File: src/rtl/cfgsh_pkg.sv
package cfgsh_pkg;
    typedef enum logic [1:0] {
        ST_IDLE    = 2'd0,
        ST_SCLK_HI = 2'd1,
        ST_LOAD_LO = 2'd2
    } port_state_t;
endpackage

File: src/rtl/cfgsh_sync.sv
module cfgsh_sync #(
    parameter int         W       = 1,
    parameter logic [W-1:0] RST_VAL = '0
) (
    input  logic         clk,
    input  logic         rst_n,
    input  logic [W-1:0] d,
    output logic [W-1:0] q
);
    logic [W-1:0] stage1;

    always_ff @(posedge clk or negedge rst_n) begin
        if (!rst_n) begin
            stage1 <= RST_VAL;
            q      <= RST_VAL;
        end else begin
            stage1 <= d;
            q      <= stage1;
        end
    end
endmodule

File: src/rtl/cfgsh_fsm.sv
module cfgsh_fsm
    import cfgsh_pkg::*;
#(
    parameter int LOAD_MIN_CYC = 4
) (
    input  logic clk,
    input  logic rst_n,
    input  logic sclk_s,
    input  logic load_n_s,
    output logic shift_en,
    output logic sdo_upd,
    output logic capture
);
    localparam int CNT_W = $clog2(LOAD_MIN_CYC + 1);
    localparam logic [CNT_W-1:0] CNT_MAX = CNT_W'(LOAD_MIN_CYC);

    port_state_t     state, nxt;
    logic            sclk_d;
    logic [CNT_W-1:0] low_cnt;

    // state register
    always_ff @(posedge clk or negedge rst_n) begin
        if (!rst_n) begin
            state  <= ST_IDLE;
            sclk_d <= 1'b0;
        end else begin
            state  <= nxt;
            sclk_d <= sclk_s;
        end
    end

    // load low-time counter, saturating
    always_ff @(posedge clk or negedge rst_n) begin
        if (!rst_n) begin
            low_cnt <= '0;
        end else if (state != ST_LOAD_LO) begin
            low_cnt <= '0;
        end else if (low_cnt != CNT_MAX) begin
            low_cnt <= low_cnt + 1'b1;
        end
    end

    // transitions and one-cycle actions
    always_comb begin
        nxt      = state;
        shift_en = 1'b0;
        sdo_upd  = 1'b0;
        capture  = 1'b0;
        unique case (state)
            ST_IDLE: begin
                if (!load_n_s) begin
                    nxt = ST_LOAD_LO;
                end else if (sclk_s && !sclk_d) begin
                    nxt      = ST_SCLK_HI;
                    shift_en = 1'b1;
                end
            end
            ST_SCLK_HI: begin
                if (!sclk_s) begin
                    nxt     = ST_IDLE;
                    sdo_upd = 1'b1;
                end
            end
            ST_LOAD_LO: begin
                if (load_n_s) begin
                    nxt     = ST_IDLE;
                    capture = (low_cnt == CNT_MAX);
                end
            end
            default: nxt = ST_IDLE;
        endcase
    end

    p_shift_on_rise_r6: assert property (@(posedge clk) disable iff (!rst_n)
        shift_en |-> (sclk_s && !$past(sclk_s) && load_n_s));

    p_capture_on_release_r4: assert property (@(posedge clk) disable iff (!rst_n)
        capture |-> (load_n_s && !$past(load_n_s)));

    p_update_on_fall_r3: assert property (@(posedge clk) disable iff (!rst_n)
        sdo_upd |-> (!sclk_s && $past(sclk_s)));
endmodule

File: src/rtl/cfgsh_chain.sv
module cfgsh_chain #(
    parameter int LEN = 40
) (
    input  logic           clk,
    input  logic           rst_n,
    input  logic           shift_en,
    input  logic           sdo_upd,
    input  logic           sdi,
    output logic [LEN-1:0] chain,
    output logic           sdo
);
    always_ff @(posedge clk or negedge rst_n) begin
        if (!rst_n) begin
            chain <= '0;
        end else if (shift_en) begin
            chain <= {chain[LEN-2:0], sdi};
        end
    end

    always_ff @(posedge clk or negedge rst_n) begin
        if (!rst_n) begin
            sdo <= 1'b0;
        end else if (sdo_upd) begin
            sdo <= chain[LEN-1];
        end
    end

    p_shift_in_r2: assert property (@(posedge clk) disable iff (!rst_n)
        shift_en |=> (chain[0] == $past(sdi)) && (chain[LEN-1:1] == $past(chain[LEN-2:0])));

    p_chain_hold_r6: assert property (@(posedge clk) disable iff (!rst_n)
        !shift_en |=> $stable(chain));

    p_sdo_hold_r3: assert property (@(posedge clk) disable iff (!rst_n)
        !sdo_upd |=> $stable(sdo));

    p_sdo_far_end_r3: assert property (@(posedge clk) disable iff (!rst_n)
        sdo_upd |=> (sdo == $past(chain[LEN-1])));
endmodule

File: src/rtl/cfgsh_hold.sv
module cfgsh_hold #(
    parameter int NUM_CH  = 8,
    parameter int PHASE_W = 4
) (
    input  logic                      clk,
    input  logic                      rst_n,
    input  logic                      capture,
    input  logic [NUM_CH*(PHASE_W+1)-1:0] chain,
    output logic [NUM_CH*PHASE_W-1:0] ch_phase,
    output logic [NUM_CH-1:0]         ch_enable
);
    localparam int FIELD_W = PHASE_W + 1;

    for (genvar c = 0; c < NUM_CH; c++) begin : g_ch
        always_ff @(posedge clk or negedge rst_n) begin
            if (!rst_n) begin
                ch_phase[c*PHASE_W +: PHASE_W] <= '0;
                ch_enable[c]                   <= 1'b0;
            end else if (capture) begin
                ch_phase[c*PHASE_W +: PHASE_W] <= chain[c*FIELD_W+1 +: PHASE_W];
                ch_enable[c]                   <= chain[c*FIELD_W];
            end
        end

        p_field_map_r2: assert property (@(posedge clk) disable iff (!rst_n)
            capture |=> (ch_phase[c*PHASE_W +: PHASE_W] == $past(chain[c*FIELD_W+1 +: PHASE_W]))
                        && (ch_enable[c] == $past(chain[c*FIELD_W])));
    end

    p_outputs_hold_r4: assert property (@(posedge clk) disable iff (!rst_n)
        !capture |=> ($stable(ch_phase) && $stable(ch_enable)));
endmodule

File: src/rtl/cfg_shifter.sv
module cfg_shifter #(
    parameter int NUM_CH       = 8,
    parameter int PHASE_W      = 4,
    parameter int LOAD_MIN_CYC = 4
) (
    input  logic                      clk,
    input  logic                      rst_n,
    input  logic                      ser_clk,
    input  logic                      ser_din,
    input  logic                      ser_load_n,
    output logic                      ser_dout,
    output logic [NUM_CH*PHASE_W-1:0] ch_phase,
    output logic [NUM_CH-1:0]         ch_enable
);
    localparam int CHAIN_LEN = NUM_CH * (PHASE_W + 1);

    logic [2:0]           pins_s;
    logic                 shift_en, sdo_upd, capture;
    logic [CHAIN_LEN-1:0] chain;

    // bit order {din, load_n, sclk}; idle levels 0,1,0
    cfgsh_sync #(.W(3), .RST_VAL(3'b010)) u_sync (
        .clk   (clk),
        .rst_n (rst_n),
        .d     ({ser_din, ser_load_n, ser_clk}),
        .q     (pins_s)
    );

    cfgsh_fsm #(.LOAD_MIN_CYC(LOAD_MIN_CYC)) u_fsm (
        .clk      (clk),
        .rst_n    (rst_n),
        .sclk_s   (pins_s[0]),
        .load_n_s (pins_s[1]),
        .shift_en (shift_en),
        .sdo_upd  (sdo_upd),
        .capture  (capture)
    );

    cfgsh_chain #(.LEN(CHAIN_LEN)) u_chain (
        .clk      (clk),
        .rst_n    (rst_n),
        .shift_en (shift_en),
        .sdo_upd  (sdo_upd),
        .sdi      (pins_s[2]),
        .chain    (chain),
        .sdo      (ser_dout)
    );

    cfgsh_hold #(.NUM_CH(NUM_CH), .PHASE_W(PHASE_W)) u_hold (
        .clk       (clk),
        .rst_n     (rst_n),
        .capture   (capture),
        .chain     (chain),
        .ch_phase  (ch_phase),
        .ch_enable (ch_enable)
    );

    p_shift_excl_load_r6: assert property (@(posedge clk) disable iff (!rst_n)
        !(shift_en && capture));
endmodule

File: config.mk
export PLATFORM = sky130hd
export DESIGN_NAME = cfg_shifter
export DESIGN_NICKNAME = d
export VERILOG_FILES = /design/src/rtl/cfgsh_pkg.sv /design/src/rtl/cfgsh_sync.sv /design/src/rtl/cfgsh_fsm.sv /design/src/rtl/cfgsh_chain.sv /design/src/rtl/cfgsh_hold.sv /design/src/rtl/cfg_shifter.sv
export SDC_FILE = /design/constraint.sdc
export NUM_CORES = 1
export LEC_CHECK = 0
export BUFFER_PORTS_ARGS = -buffer_cell sky130_fd_sc_hd__buf_2
export CORE_UTILIZATION = 59
export CTS_BUF_LIST = sky130_fd_sc_hd__clkbuf_4
export DETAILED_ROUTE_END_ITERATION = 10
export GPL_ROUTABILITY_DRIVEN = 0
export PLACE_DENSITY = 0.86
export SLEW_MARGIN = 5
export SYNTH_ARGS = -nofsm -noshare
export SYNTH_HDL_FRONTEND = slang
export SYNTH_SLANG_ARGS = --single-unit
export TNS_END_PERCENT = 100
File: constraint.sdc
create_clock -name clk -period 2.5 [get_ports clk]
set_input_delay 0.5 -clock clk [delete_from_list [all_inputs] [get_ports clk]]
set_output_delay 0.5 -clock clk [all_outputs]
set_load 0.02 [all_outputs]
[Word-level counts from Yosys, hierarchy flattened]
Index checks and enable logic that the tools add are counted.
Operators by class
  div/mod/pow operators: 0
  muxes and demuxes: 14
  equality and inequality tests: 8
  multiply operators: 0
  reductions and logical operators: 5
  order comparisons: 0
  shift-type cells: 0
  $add $sub $neg: 1
  bitwise logic cells: 0
Operator list (count)
  2-bit two-way mux: 4
  1-bit two-way mux: 7
  3-bit two-way mux: 2
  2-bit inequality test (second input constant): 3
  2-bit case mux with 3 select lines: 1
  3-bit by 1-bit adder with 3-bit output (second input constant): 1
  3-bit == test (second input constant): 1
  3-bit by 2-bit inequality test with 1-bit output (second input constant): 1
  3-bit inequality test (second input constant): 1
  3-bit AND reduction: 1
  2-bit by 1-bit == test with 1-bit output (second input constant): 1
  2-bit == test (second input constant): 1
  2-bit logical NOT: 1
  2-bit nonzero test: 1
  1-bit logical AND: 1
  1-bit logical NOT: 1
Word-level totals
  memories kept: 0
  bits in read-only memories: 0
  latch bits: 0
  output and inout bits: 41
  register bits: 93
  word-level logic and storage cells: 51
  RAM bits: 0
  input port bits: 5

[Depth between registers and ports, before layout]
Gate-level depths: netlist (run 1).
  depth in word-level cells: 5
  gate-level depth with buffers: 7
  mapped depth without buffers: 5

[Hierarchy]
A second synthesis (run 1) with hierarchy kept.
Unflattened totals
  cells, all modules: 205
  area, all modules: 3475.8 um^2
By module, submodules not included
  cfgsh_chain: area an instance 1532.7 um^2, sequential area each 1026.0 um^2, instances 1, cells an instance 86
  cfgsh_hold: area an instance 1496.4 um^2, sequential area each 1001.0 um^2, instances 1, cells an instance 84
  cfgsh_fsm: area an instance 294.0 um^2, sequential area each 150.1 um^2, instances 1, cells an instance 29
  cfgsh_sync: area an instance 152.6 um^2, sequential area each 152.6 um^2, instances 1, cells an instance 6

[Worst setup path before layout (run 1)]
OpenSTA, ideal clock, no wires.
  path type: register -> register
  start point: register u_fsm.low_cnt[0]
  end point: register u_hold.ch_enable[0]
  arrival time: 1.585 ns
  period minus slack after synthesis: 1.710 ns
  cell stages (with the launch flop): 8
  buffers on the path: 2
  setup time: 0.125 ns
  slack: 0.790 ns
  required time: 2.375 ns
  path through: dfrtp_1 > inv_1 > ha_1 > nand2_1 > or3_1 > buf_6 > buf_12 > mux2_4
On the way
  cells in the longest elaborated chain, start to end: 3
RTL lines
  start: declaration: RTL line cfgsh_fsm.sv:19  | logic [CNT_W-1:0] low_cnt;
  start signal: assignment: RTL line cfgsh_fsm.sv:39  | low_cnt <= low_cnt + 1'b1;
  3-bit == test: RTL line cfgsh_fsm.sv:67  | capture = (low_cnt == CNT_MAX);
  1-bit two-way mux: RTL line cfgsh_fsm.sv:65  | if (load_n_s) begin
  1-bit two-way mux: RTL line cfgsh_fsm.sv:49  | unique case (state)
  end signal: indexed assignment: RTL line cfgsh_hold.sv:21  | ch_enable[c] <= chain[c*FIELD_W];
  end: declaration: RTL line cfgsh_hold.sv:10  | output logic [NUM_CH-1:0] ch_enable
No other way between the ends.
A chain may end at the register's enable or synchronous reset.

[Worst setup path in the final report (run 1)]
  start point: register u_fsm.low_cnt[0]
  end point: register u_hold.ch_phase[2]
On the way
  cells in the longest elaborated chain, start to end: 3
RTL lines
  3-bit == test: RTL line cfgsh_fsm.sv:67
  1-bit two-way mux: RTL line cfgsh_fsm.sv:65
  1-bit two-way mux: RTL line cfgsh_fsm.sv:49
  end signal: indexed assignment: RTL line cfgsh_hold.sv:20  | ch_phase[c*PHASE_W +: PHASE_W] <= chain[c*FIELD_W+1 +: PHASE_W];
  end: declaration: RTL line cfgsh_hold.sv:9  | output logic [NUM_CH*PHASE_W-1:0] ch_phase,
No other way between the ends.

==> key figures, run 1 <==
Status
  • Outcome: finished, final reports clean

GRT
  • Global-route usage over all layers: about 19%
  • Largest net degree at the start of global routing: 60
  • Number of global-route vias before repair: ~1800
  • Wire length of the first global-routing pass: approximately 9100 um
  • Number of antenna violations at the first check in global routing: 0
  • GRT Residual Overflow: 0

Clock tree
  • Gates resized, CTS repair: 0
  • CTS tree: yes
  • Worst-skew pair later-pin latency: approximately 420 ps
  • Total setup buffers inserted after CTS: 0
  • Maximum clock path buffer count: 2
  • Inserted Clock Buffers: 9
  • Clock-pin slew of the registers on the worst-case setup and hold paths: ~120 ps
  • Number of H-tree branching levels: 3
  • Root cell of the clock tree: sky130_fd_sc_hd__clkbuf_4
  • Number of buffers added to fix hold violations after cts: 0
  • Sink count of the clock tree: 93

Route
  • DR pass1 iterations: 4
  • Via count: ~1700
  • Detailed Route WL: 5470 um
  • ANT nets after route: 0
  • Post-detailed-route wirelength per cell: around 16 um
  • DRC marker count from the first detailed-route iteration: 73
  • Post-DR vias/cell: 5.21
  • Count of unresolved DRC violations after routing: 0

Critical path
  • Type of the setup path with the least slack: reg -> reg
  • Destination of the worst register-to-register timing path: u_hold.ch_phase[2]
  • Kind of end point of the critical path: register
  • Internal reg-to-reg setup slack: ~530 ps
  • CP Max Fanout: 24
  • Register-to-Register Path Depth: 6
  • Category of the worst setup path launch point: register
  • CP Data Required Time: 2810 ps
  • Endpoint arrival time on the critical path: about 2300 ps
  • Worst reg2reg path startpoint: u_fsm.low_cnt[0]

Floorplan
  • DIE WIDTH: just over 80 um
  • Chip Height: 80.6 um
  • Die footprint: between 6000 and 7000 um^2
  • Placeable core area: about 6000 um^2
  • Initial core utilization: about three fifths
  • I/O pin total: 46
  • Rows: 28

Logic synthesis
  • Largest cells by area after synthesis: sky130_fd_sc_hd__dfrtp_1 62%, sky130_fd_sc_hd__mux2_4 16%, sky130_fd_sc_hd__mux2_2 13%
  • Synthesized area divided by synthesized cell count: between 15 and 20 um^2
  • Cell type contributing the most total cell area after synthesis: sky130_fd_sc_hd__dfrtp_1
  • Sequential fraction of the synthesis area: between 60% and 70%
  • Most used flip-flop cell after synthesis: sky130_fd_sc_hd__dfrtp_1
  • Async set-or-reset flop fraction in the synthesized netlist: between 90% and 100%
  • Number of warning messages in the yosys log: 0
  • Number of nets produced by synthesis: 214
  • Number of flip-flops and latches in the synthesized netlist: 93
  • Mapped Area: between 3000 and 4000 um^2
  • Share of Yosys cell area claimed by the top area cell type: 62.5%
  • Library cells used by synthesis: 21
  • Synthesized netlist cell count: approximately 210
  • Number of flops mapped to enable cells by yosys: 0

Timing
  • Relative slew slack: a little over 70%
  • Skew final: around 9.2 ps
  • Worst-Margin Slew: roughly 440 ps
  • Final total negative setup slack: 0 ps
  • Count of endpoints failing setup in the final report: 0
  • Period Utilization, post-route: 78.8%
  • Hold violation total from the final report: 0
  • Post-route minimum period: between 1500 and 2000 ps
  • Unrepaired setup endpoints after global routing: no
  • Number of max-slew violations in the final report: 0
  • Fmax: ~0.5 GHz
  • Final Hold Slack: about 12 ps

Pwr
  • Worst-case vdd ir drop: approximately 350 uV
  • Leak Pwr: roughly 0.0023 uW
  • Power density over cell area: about 600 nW/um^2

Final layout
  • Design area: roughly 4000 um^2
  • Area added between synthesis and finish: 9.95%
  • Layout filler cell count: about 400
  • Layout cell share with drive strength beyond 1: about 57%
  • Net count of the finished layout: 264
  • Number of antenna cells inserted: 0
  • Cell Count, Final, Fillers Out: 336

Placement
  • Quantity of I/O buffers inserted on ports: between 40 and 50
  • Final HPWL DP: about 3600 um
  • Number of cells in the design after placement: between 300 and 400
  • Instance area at placement: ~3900 um^2

Job
  • Max-capacitance violation count: 0

Min path
  • Hold Path Class: in -> async
-- power by group --
| part | switching [uW] | total (uW) | internal [uW] | leakage (uW) |
|---|---|---|---|---|
| clock | 443 | 655 | 212 | 0.0000592 |
| combinational | 73.6 | 139 | 65.6 | 0.000924 |
| sequential | 38.8 | 1600 | 1560 | 0.00127 |
-- flip-flops by register name (all words and copies together) (netlist names) --
register          count
u_fsm.state           2
u_chain.sdo           1
u_fsm.sclk_d          1
u_hold.ch_enable      8
u_sync.stage1         3
u_hold.ch_phase      32
u_chain.chain        40
u_sync.q              3
u_fsm.low_cnt         3
-- worst max-delay path by stage --
stage / startpoint / slack (ps) / cells after the start / to
global placement: u_fsm.low_cnt[0] / 630 / 6 / u_hold.ch_enable[4]
finish: u_fsm.low_cnt[0] / 530 / 6 / u_hold.ch_phase[2]
CTS: u_fsm.low_cnt[0] / 530 / 6 / u_hold.ch_phase[2]
floorplan: u_fsm.low_cnt[0] / 790 / 7 / u_hold.ch_enable[0]
detailed placement: u_fsm.low_cnt[0] / 530 / 6 / u_hold.ch_enable[3]
global route: u_fsm.low_cnt[0] / 430 / 6 / u_hold.ch_phase[2]
-- cells by family (layout without fill, tap and decap cells) --
family	after synthesis	in the layout	synth area share, %
AOI/OAI and AO/OA	2	2	0.377
muxes	81	81	29.1
adders and majority gates	2	2	0.686
buffers and inverters	14	68	3.57
DFF	93	93	63.9
xor gates and xnor gates	1	1	0.240
and+or+nand+nor	14	14	2.09
-- worst max-delay path, stage by stage (launching register included) --
cell and delay, ps:
sky130_fd_sc_hd__dfrtp_1 430, sky130_fd_sc_hd__inv_1 70, sky130_fd_sc_hd__ha_1 180, sky130_fd_sc_hd__nand2_1 110, sky130_fd_sc_hd__or3_2 440, sky130_fd_sc_hd__buf_4 290, sky130_fd_sc_hd__mux2_4 340
-- cell usage after synthesis (2+ instances only) --
| cell type | count |
|---|---|
| sky130_fd_sc_hd__nand2_1 | 3 |
| sky130_fd_sc_hd__nor2_1 | 5 |
| sky130_fd_sc_hd__inv_1 | 4 |
| sky130_fd_sc_hd__mux2_2 | 41 |
| sky130_fd_sc_hd__mux2_4 | 40 |
| sky130_fd_sc_hd__ha_1 | 2 |
| sky130_fd_sc_hd__buf_2 | 4 |
| sky130_fd_sc_hd__dfstp_2 | 2 |
| sky130_fd_sc_hd__buf_12 | 4 |
| sky130_fd_sc_hd__dfrtp_1 | 91 |
-- metal layers --
metal / vias to the layer above / part of all wire (%) / global-route usage (%)
li1: 819 / - / -
met1: 881 / 47 / 26.9
met2: 39 / 47 / 28.6
met3: 10 / 3.0 / 3.75
met4: 0 / 2.3 / 10.4
met5: - / 0 / 0
-- area by class of cell --
type,instances,area (um^2),share of cell area (%)
inverter,4,15.0,0.375
tap,75,93.8,2.34
timing repair buffer,49,283,7.05
clock inverter,4,16.3,0.406
sequential,93,2330,58.1
clock buffer,11,82.6,2.06
multi-input combinational,100,1190,29.7
-- metrics by stage --
stage	utilization, %	total power, uW	setup WS, ps
2_1_floorplan	-	1700	790
3_3_place_gp	65.7	1750	632
3_5_place_dp	65.7	1770	530
4_1_cts	67.3	2420	525
5_1_grt	67.3	2500	435
6_report	67.3	2390	530
-- layout by cell type (no fill, tap or decap) --
cell type,instances
sky130_fd_sc_hd__dfrtp_1,91
sky130_fd_sc_hd__buf_2,44
sky130_fd_sc_hd__mux2_2,41
sky130_fd_sc_hd__mux2_4,40
sky130_fd_sc_hd__clkbuf_4,11
sky130_fd_sc_hd__nor2_1,5
sky130_fd_sc_hd__inv_1,4
sky130_fd_sc_hd__nand2_1,3
sky130_fd_sc_hd__clkinv_1,3
sky130_fd_sc_hd__buf_4,3
sky130_fd_sc_hd__ha_1,2
sky130_fd_sc_hd__buf_12,2
sky130_fd_sc_hd__dfstp_2,2
sky130_fd_sc_hd__and4_2,1
sky130_fd_sc_hd__nand2b_4,1
sky130_fd_sc_hd__or3_2,1
sky130_fd_sc_hd__nor3_1,1
sky130_fd_sc_hd__nand3_1,1
sky130_fd_sc_hd__a21oi_1,1
sky130_fd_sc_hd__xnor2_1,1
sky130_fd_sc_hd__a31o_2,1
sky130_fd_sc_hd__nor3b_1,1
sky130_fd_sc_hd__clkinv_2,1
Note: power is estimated with default switching activity, not from simulation.
==> run 2, diff against run 1 <==
==> constraint.sdc (replaced) <==
create_clock -name clk -period 1.98 [get_ports clk]
set_input_delay 0.396 -clock clk [delete_from_list [all_inputs] [get_ports clk]]
set_output_delay 0.396 -clock clk [all_outputs]
set_load 0.02 [all_outputs]
==> run 2 against run 1 <==
  * Die area stayed put
  * Combinational power is 33% higher
  * Worst hold slack better by 56 ps
  * Global-route usage is 0.23 points lower
  * Sequential power is 26% higher
  * Clock power is 29% higher
  * Maximum frequency is 10% higher
  * Via count is 4.9% higher
  * Count of clock-buffer cells in the layout stayed put
  * Non-clock buffer count is 7 higher
  * Critical endpoint is now u_hold.ch_phase[12]
==> key figures, run 2 (same netlist as run 1, synthesis figures left out) <==
Route
  • Detailed Route WL: 5630 um (was 5470 um)
  • Via count: 1834 (was 1749)
  • Post-detailed-route wirelength per cell: 16.4 um (was 16.3 um)
  • DRC marker count from the first detailed-route iteration: 55 (was 73)
  • Count of unresolved DRC violations after routing: 0 (unchanged)
  • Post-DR vias/cell: 5.33 (was 5.21)
  • DR pass1 iterations: 4 (unchanged)
  • ANT nets after route: 0 (unchanged)

Job
  • Max-capacitance violation count: 0 (unchanged)

Critical path
  • Register-to-Register Path Depth: 6 (unchanged)
  • Kind of end point of the critical path: register (unchanged)
  • Internal reg-to-reg setup slack: 200 ps (was 530 ps)
  • CP Data Required Time: 2290 ps (was 2810 ps)
  • CP Max Fanout: 14 (was 24)
  • Destination of the worst register-to-register timing path: u_hold.ch_phase[12] (was u_hold.ch_phase[2])
  • Highest-delay cell along the critical path: sky130_fd_sc_hd__dfrtp_1 (was sky130_fd_sc_hd__or3_2)
  • Buf+Inv Stages, Crit Path: 2 (unchanged)
  • Worst path top cell family by delay: simple AND/OR/NAND/NOR gates (unchanged)
  • Max incr delay on CP: 430 ps (was 440 ps)
  • Endpoint arrival time on the critical path: 2100 ps (was 2280 ps)
  • Worst reg2reg path startpoint: u_fsm.low_cnt[1] (was u_fsm.low_cnt[0])
  • Category of the worst setup path launch point: register (unchanged)
  • Cell Chain, Critical Path: inv_1 -> ha_1 -> nand2_1 -> or3_4 -> clkbuf_16 -> mux2_4 (was inv_1 -> ha_1 -> nand2_1 -> or3_2 -> buf_4 -> mux2_4)
  • Type of the setup path with the least slack: reg -> reg (unchanged)

Clock tree
  • CTS tree: yes (unchanged)
  • Worst-skew pair later-pin latency: 410 ps (was 420 ps)
  • Maximum clock path buffer count: 2 (unchanged)
  • Root cell of the clock tree: sky130_fd_sc_hd__clkbuf_4 (unchanged)
  • Sink count of the clock tree: 93 (unchanged)
  • Inserted Clock Buffers: 9 (unchanged)
  • Clock-pin slew of the registers on the worst-case setup and hold paths: 130 ps (was 120 ps)
  • Number of H-tree branching levels: 3 (unchanged)

Final layout
  • Cell Count, Final, Fillers Out: 344 (was 336)
  • Register ranked first by flip-flop count: u_chain.chain (unchanged)
  • Layout cell share with drive strength beyond 1: 57.6% (was 56.7%)
  • Most frequent cells in the layout: 91 x sky130_fd_sc_hd__dfrtp_1, 44 x sky130_fd_sc_hd__buf_2, 41 x sky130_fd_sc_hd__mux2_2, 40 x sky130_fd_sc_hd__mux2_4, 11 x sky130_fd_sc_hd__clkbuf_4 (unchanged)
  • Post-Route Utilization: 68.6% (was 67.3%)
  • Layout filler cell count: 420 (was 403)
  • Top Registers: u_chain.chain: 40 flops, u_hold.ch_phase: 32 flops, u_hold.ch_enable: 8 flops (unchanged)
  • Leading cell type in the layout, fill and taps excluded: sky130_fd_sc_hd__dfrtp_1 (unchanged)
  • Net count of the finished layout: 271 (was 264)
  • Area added between synthesis and finish: 12.1% (was 9.95%)
  • Max FFs per register: 40 (unchanged)
  • Number of antenna cells inserted: 0 (unchanged)

Placement
  • Final HPWL DP: 3800 um (was 3600 um)
  • Quantity of I/O buffers inserted on ports: 45 (unchanged)
  • Number of cells in the design after placement: 325 (was 321)

Timing
  • Unrepaired setup endpoints after global routing: no (unchanged)
  • Number of max-slew violations in the final report: 0 (unchanged)
  • Count of endpoints failing setup in the final report: 0 (unchanged)
  • Skew final: 17.1 ps (was 9.16 ps)
  • Period Utilization, post-route: 90.1% (was 78.8%)
  • Post-route minimum period: 1780 ps (was 1970 ps)
  • Final total negative setup slack: 0 ps (unchanged)
  • Hold violation total from the final report: 0 (unchanged)
  • Fmax: 0.560 GHz (was 0.508 GHz)
  • Relative slew slack: 63.3% (was 70.4%)
  • Worst-Margin Slew: 550 ps (was 444 ps)

Floorplan
  • DIE WIDTH: 80.6 um (unchanged)
  • Die footprint: 6500 um^2 (unchanged)
  • Placeable core area: 5960 um^2 (unchanged)
  • I/O pin total: 46 (unchanged)
  • Chip Height: 80.6 um (unchanged)
  • Initial core utilization: 61.2% (unchanged)
  • Rows: 28 (unchanged)

Pwr
  • Sequential share of power: 66.2% (was 66.8%)
  • Clock Power Share: 27.7% (was 27.4%)
  • Design internal power: 2330 uW (was 1830 uW)
  • Overall Power: 3050 uW (was 2390 uW)
  • Switch share: 23.5% (was 23.3%)
  • NetSw: 714 uW (was 556 uW)
  • Combinational share of power: 6.1% (was 5.8%)
  • Power density over cell area: 745 nW/um^2 (was 596 nW/um^2)
  • Worst-case vdd ir drop: 482 uV (was 346 uV)
  • Leak Pwr: 0.00230 uW (was 0.00225 uW)

GRT
  • Global-route usage over all layers: 19.1% (was 19.3%)
  • GRT Residual Overflow: 0 (unchanged)
  • Number of global-route vias before repair: 1843 (was 1797)
  • Wire length of the first global-routing pass: 8970 um (was 9090 um)
  • Number of antenna violations at the first check in global routing: 0 (unchanged)
  • Largest net degree at the start of global routing: 47 (was 60)

Min path
  • Hold-critical path endpoint: u_sync.stage1[1]
  • Worst hold path stage count: 1
  • Origin of the worst min-delay path: ser_load_n
  • Hold Path Class: in -> reg (was in -> async)

Status
  • Outcome: finished, final reports clean (unchanged)
==> run 2: cell count changes in the layout (fill, tap and decap cells not counted), sizes merged <==
| cell | before | now |
|---|---|---|
| buf | 49 | 54 |
| clkbuf | 11 | 12 |
| clkinvlp | 0 | 1 |
| dlygate4sd3 | 0 | 1 |
==> run 2: area by class of cell <==
class                           instances  area, um^2  area share [%]
Clock buffer                           11        82.6            2.02
Clock inverter                          5        27.5           0.673
Inverter                                4        15.0           0.367
Multi-Input combinational cell        100        1190            29.2
Sequential cell                        93        2330            57.0
Tap cell                               75        93.8            2.30
Timing Repair Buffer                   56         347            8.48
==> run 2: stage by stage <==
step	cell area, um^2	worst slack (ps)	hold slack [ps]
after floorplan	3650	270	100
after global placement	3930	152	338
after detailed placement	3930	72.5	340
after CTS	4050	70.8	35.4
after global routing	4090	103	34.0
final	4090	195	67.3
==> run 2: worst max-delay path by stage <==
stage | slack (ps) | cells past startpoint | start | to
floorplan | 270 | 7 | u_fsm.low_cnt[0] | u_hold.ch_enable[0]
global placement | 150 | 6 | u_fsm.low_cnt[0] | u_hold.ch_phase[24]
detailed placement | 70 | 6 | u_fsm.low_cnt[0] | u_hold.ch_phase[30]
CTS | 70 | 6 | u_fsm.low_cnt[1] | u_hold.ch_phase[27]
global route | 100 | 6 | u_fsm.low_cnt[0] | u_hold.ch_phase[12]
finish | 200 | 6 | u_fsm.low_cnt[1] | u_hold.ch_phase[12]
==> run 2: metal layers <==
layer / share of wire [%] / track usage [%]
met3: 3.3 / 3.86
met4: 2.6 / 11.3
met1: 45 / 26.2
met2: 49 / 28.1
met5: 0 / 0
==> run 2: timing repair <==
action	in CTS	in global routing
setup endpoints to repair	0	32
resized for setup	0	2
buffers inserted	0	1
hold endpoints to repair	40	0
hold buffers	1	0
==> run 2: power groups by stage <==
stage	sequential, uW	clock (uW)	combinational [uW]
final	2020	844	185
after global placement	2040	0	172
after floorplan	2050	0	101
after detailed placement	2060	0	182
after CTS	2020	880	185
after global routing	2030	945	204
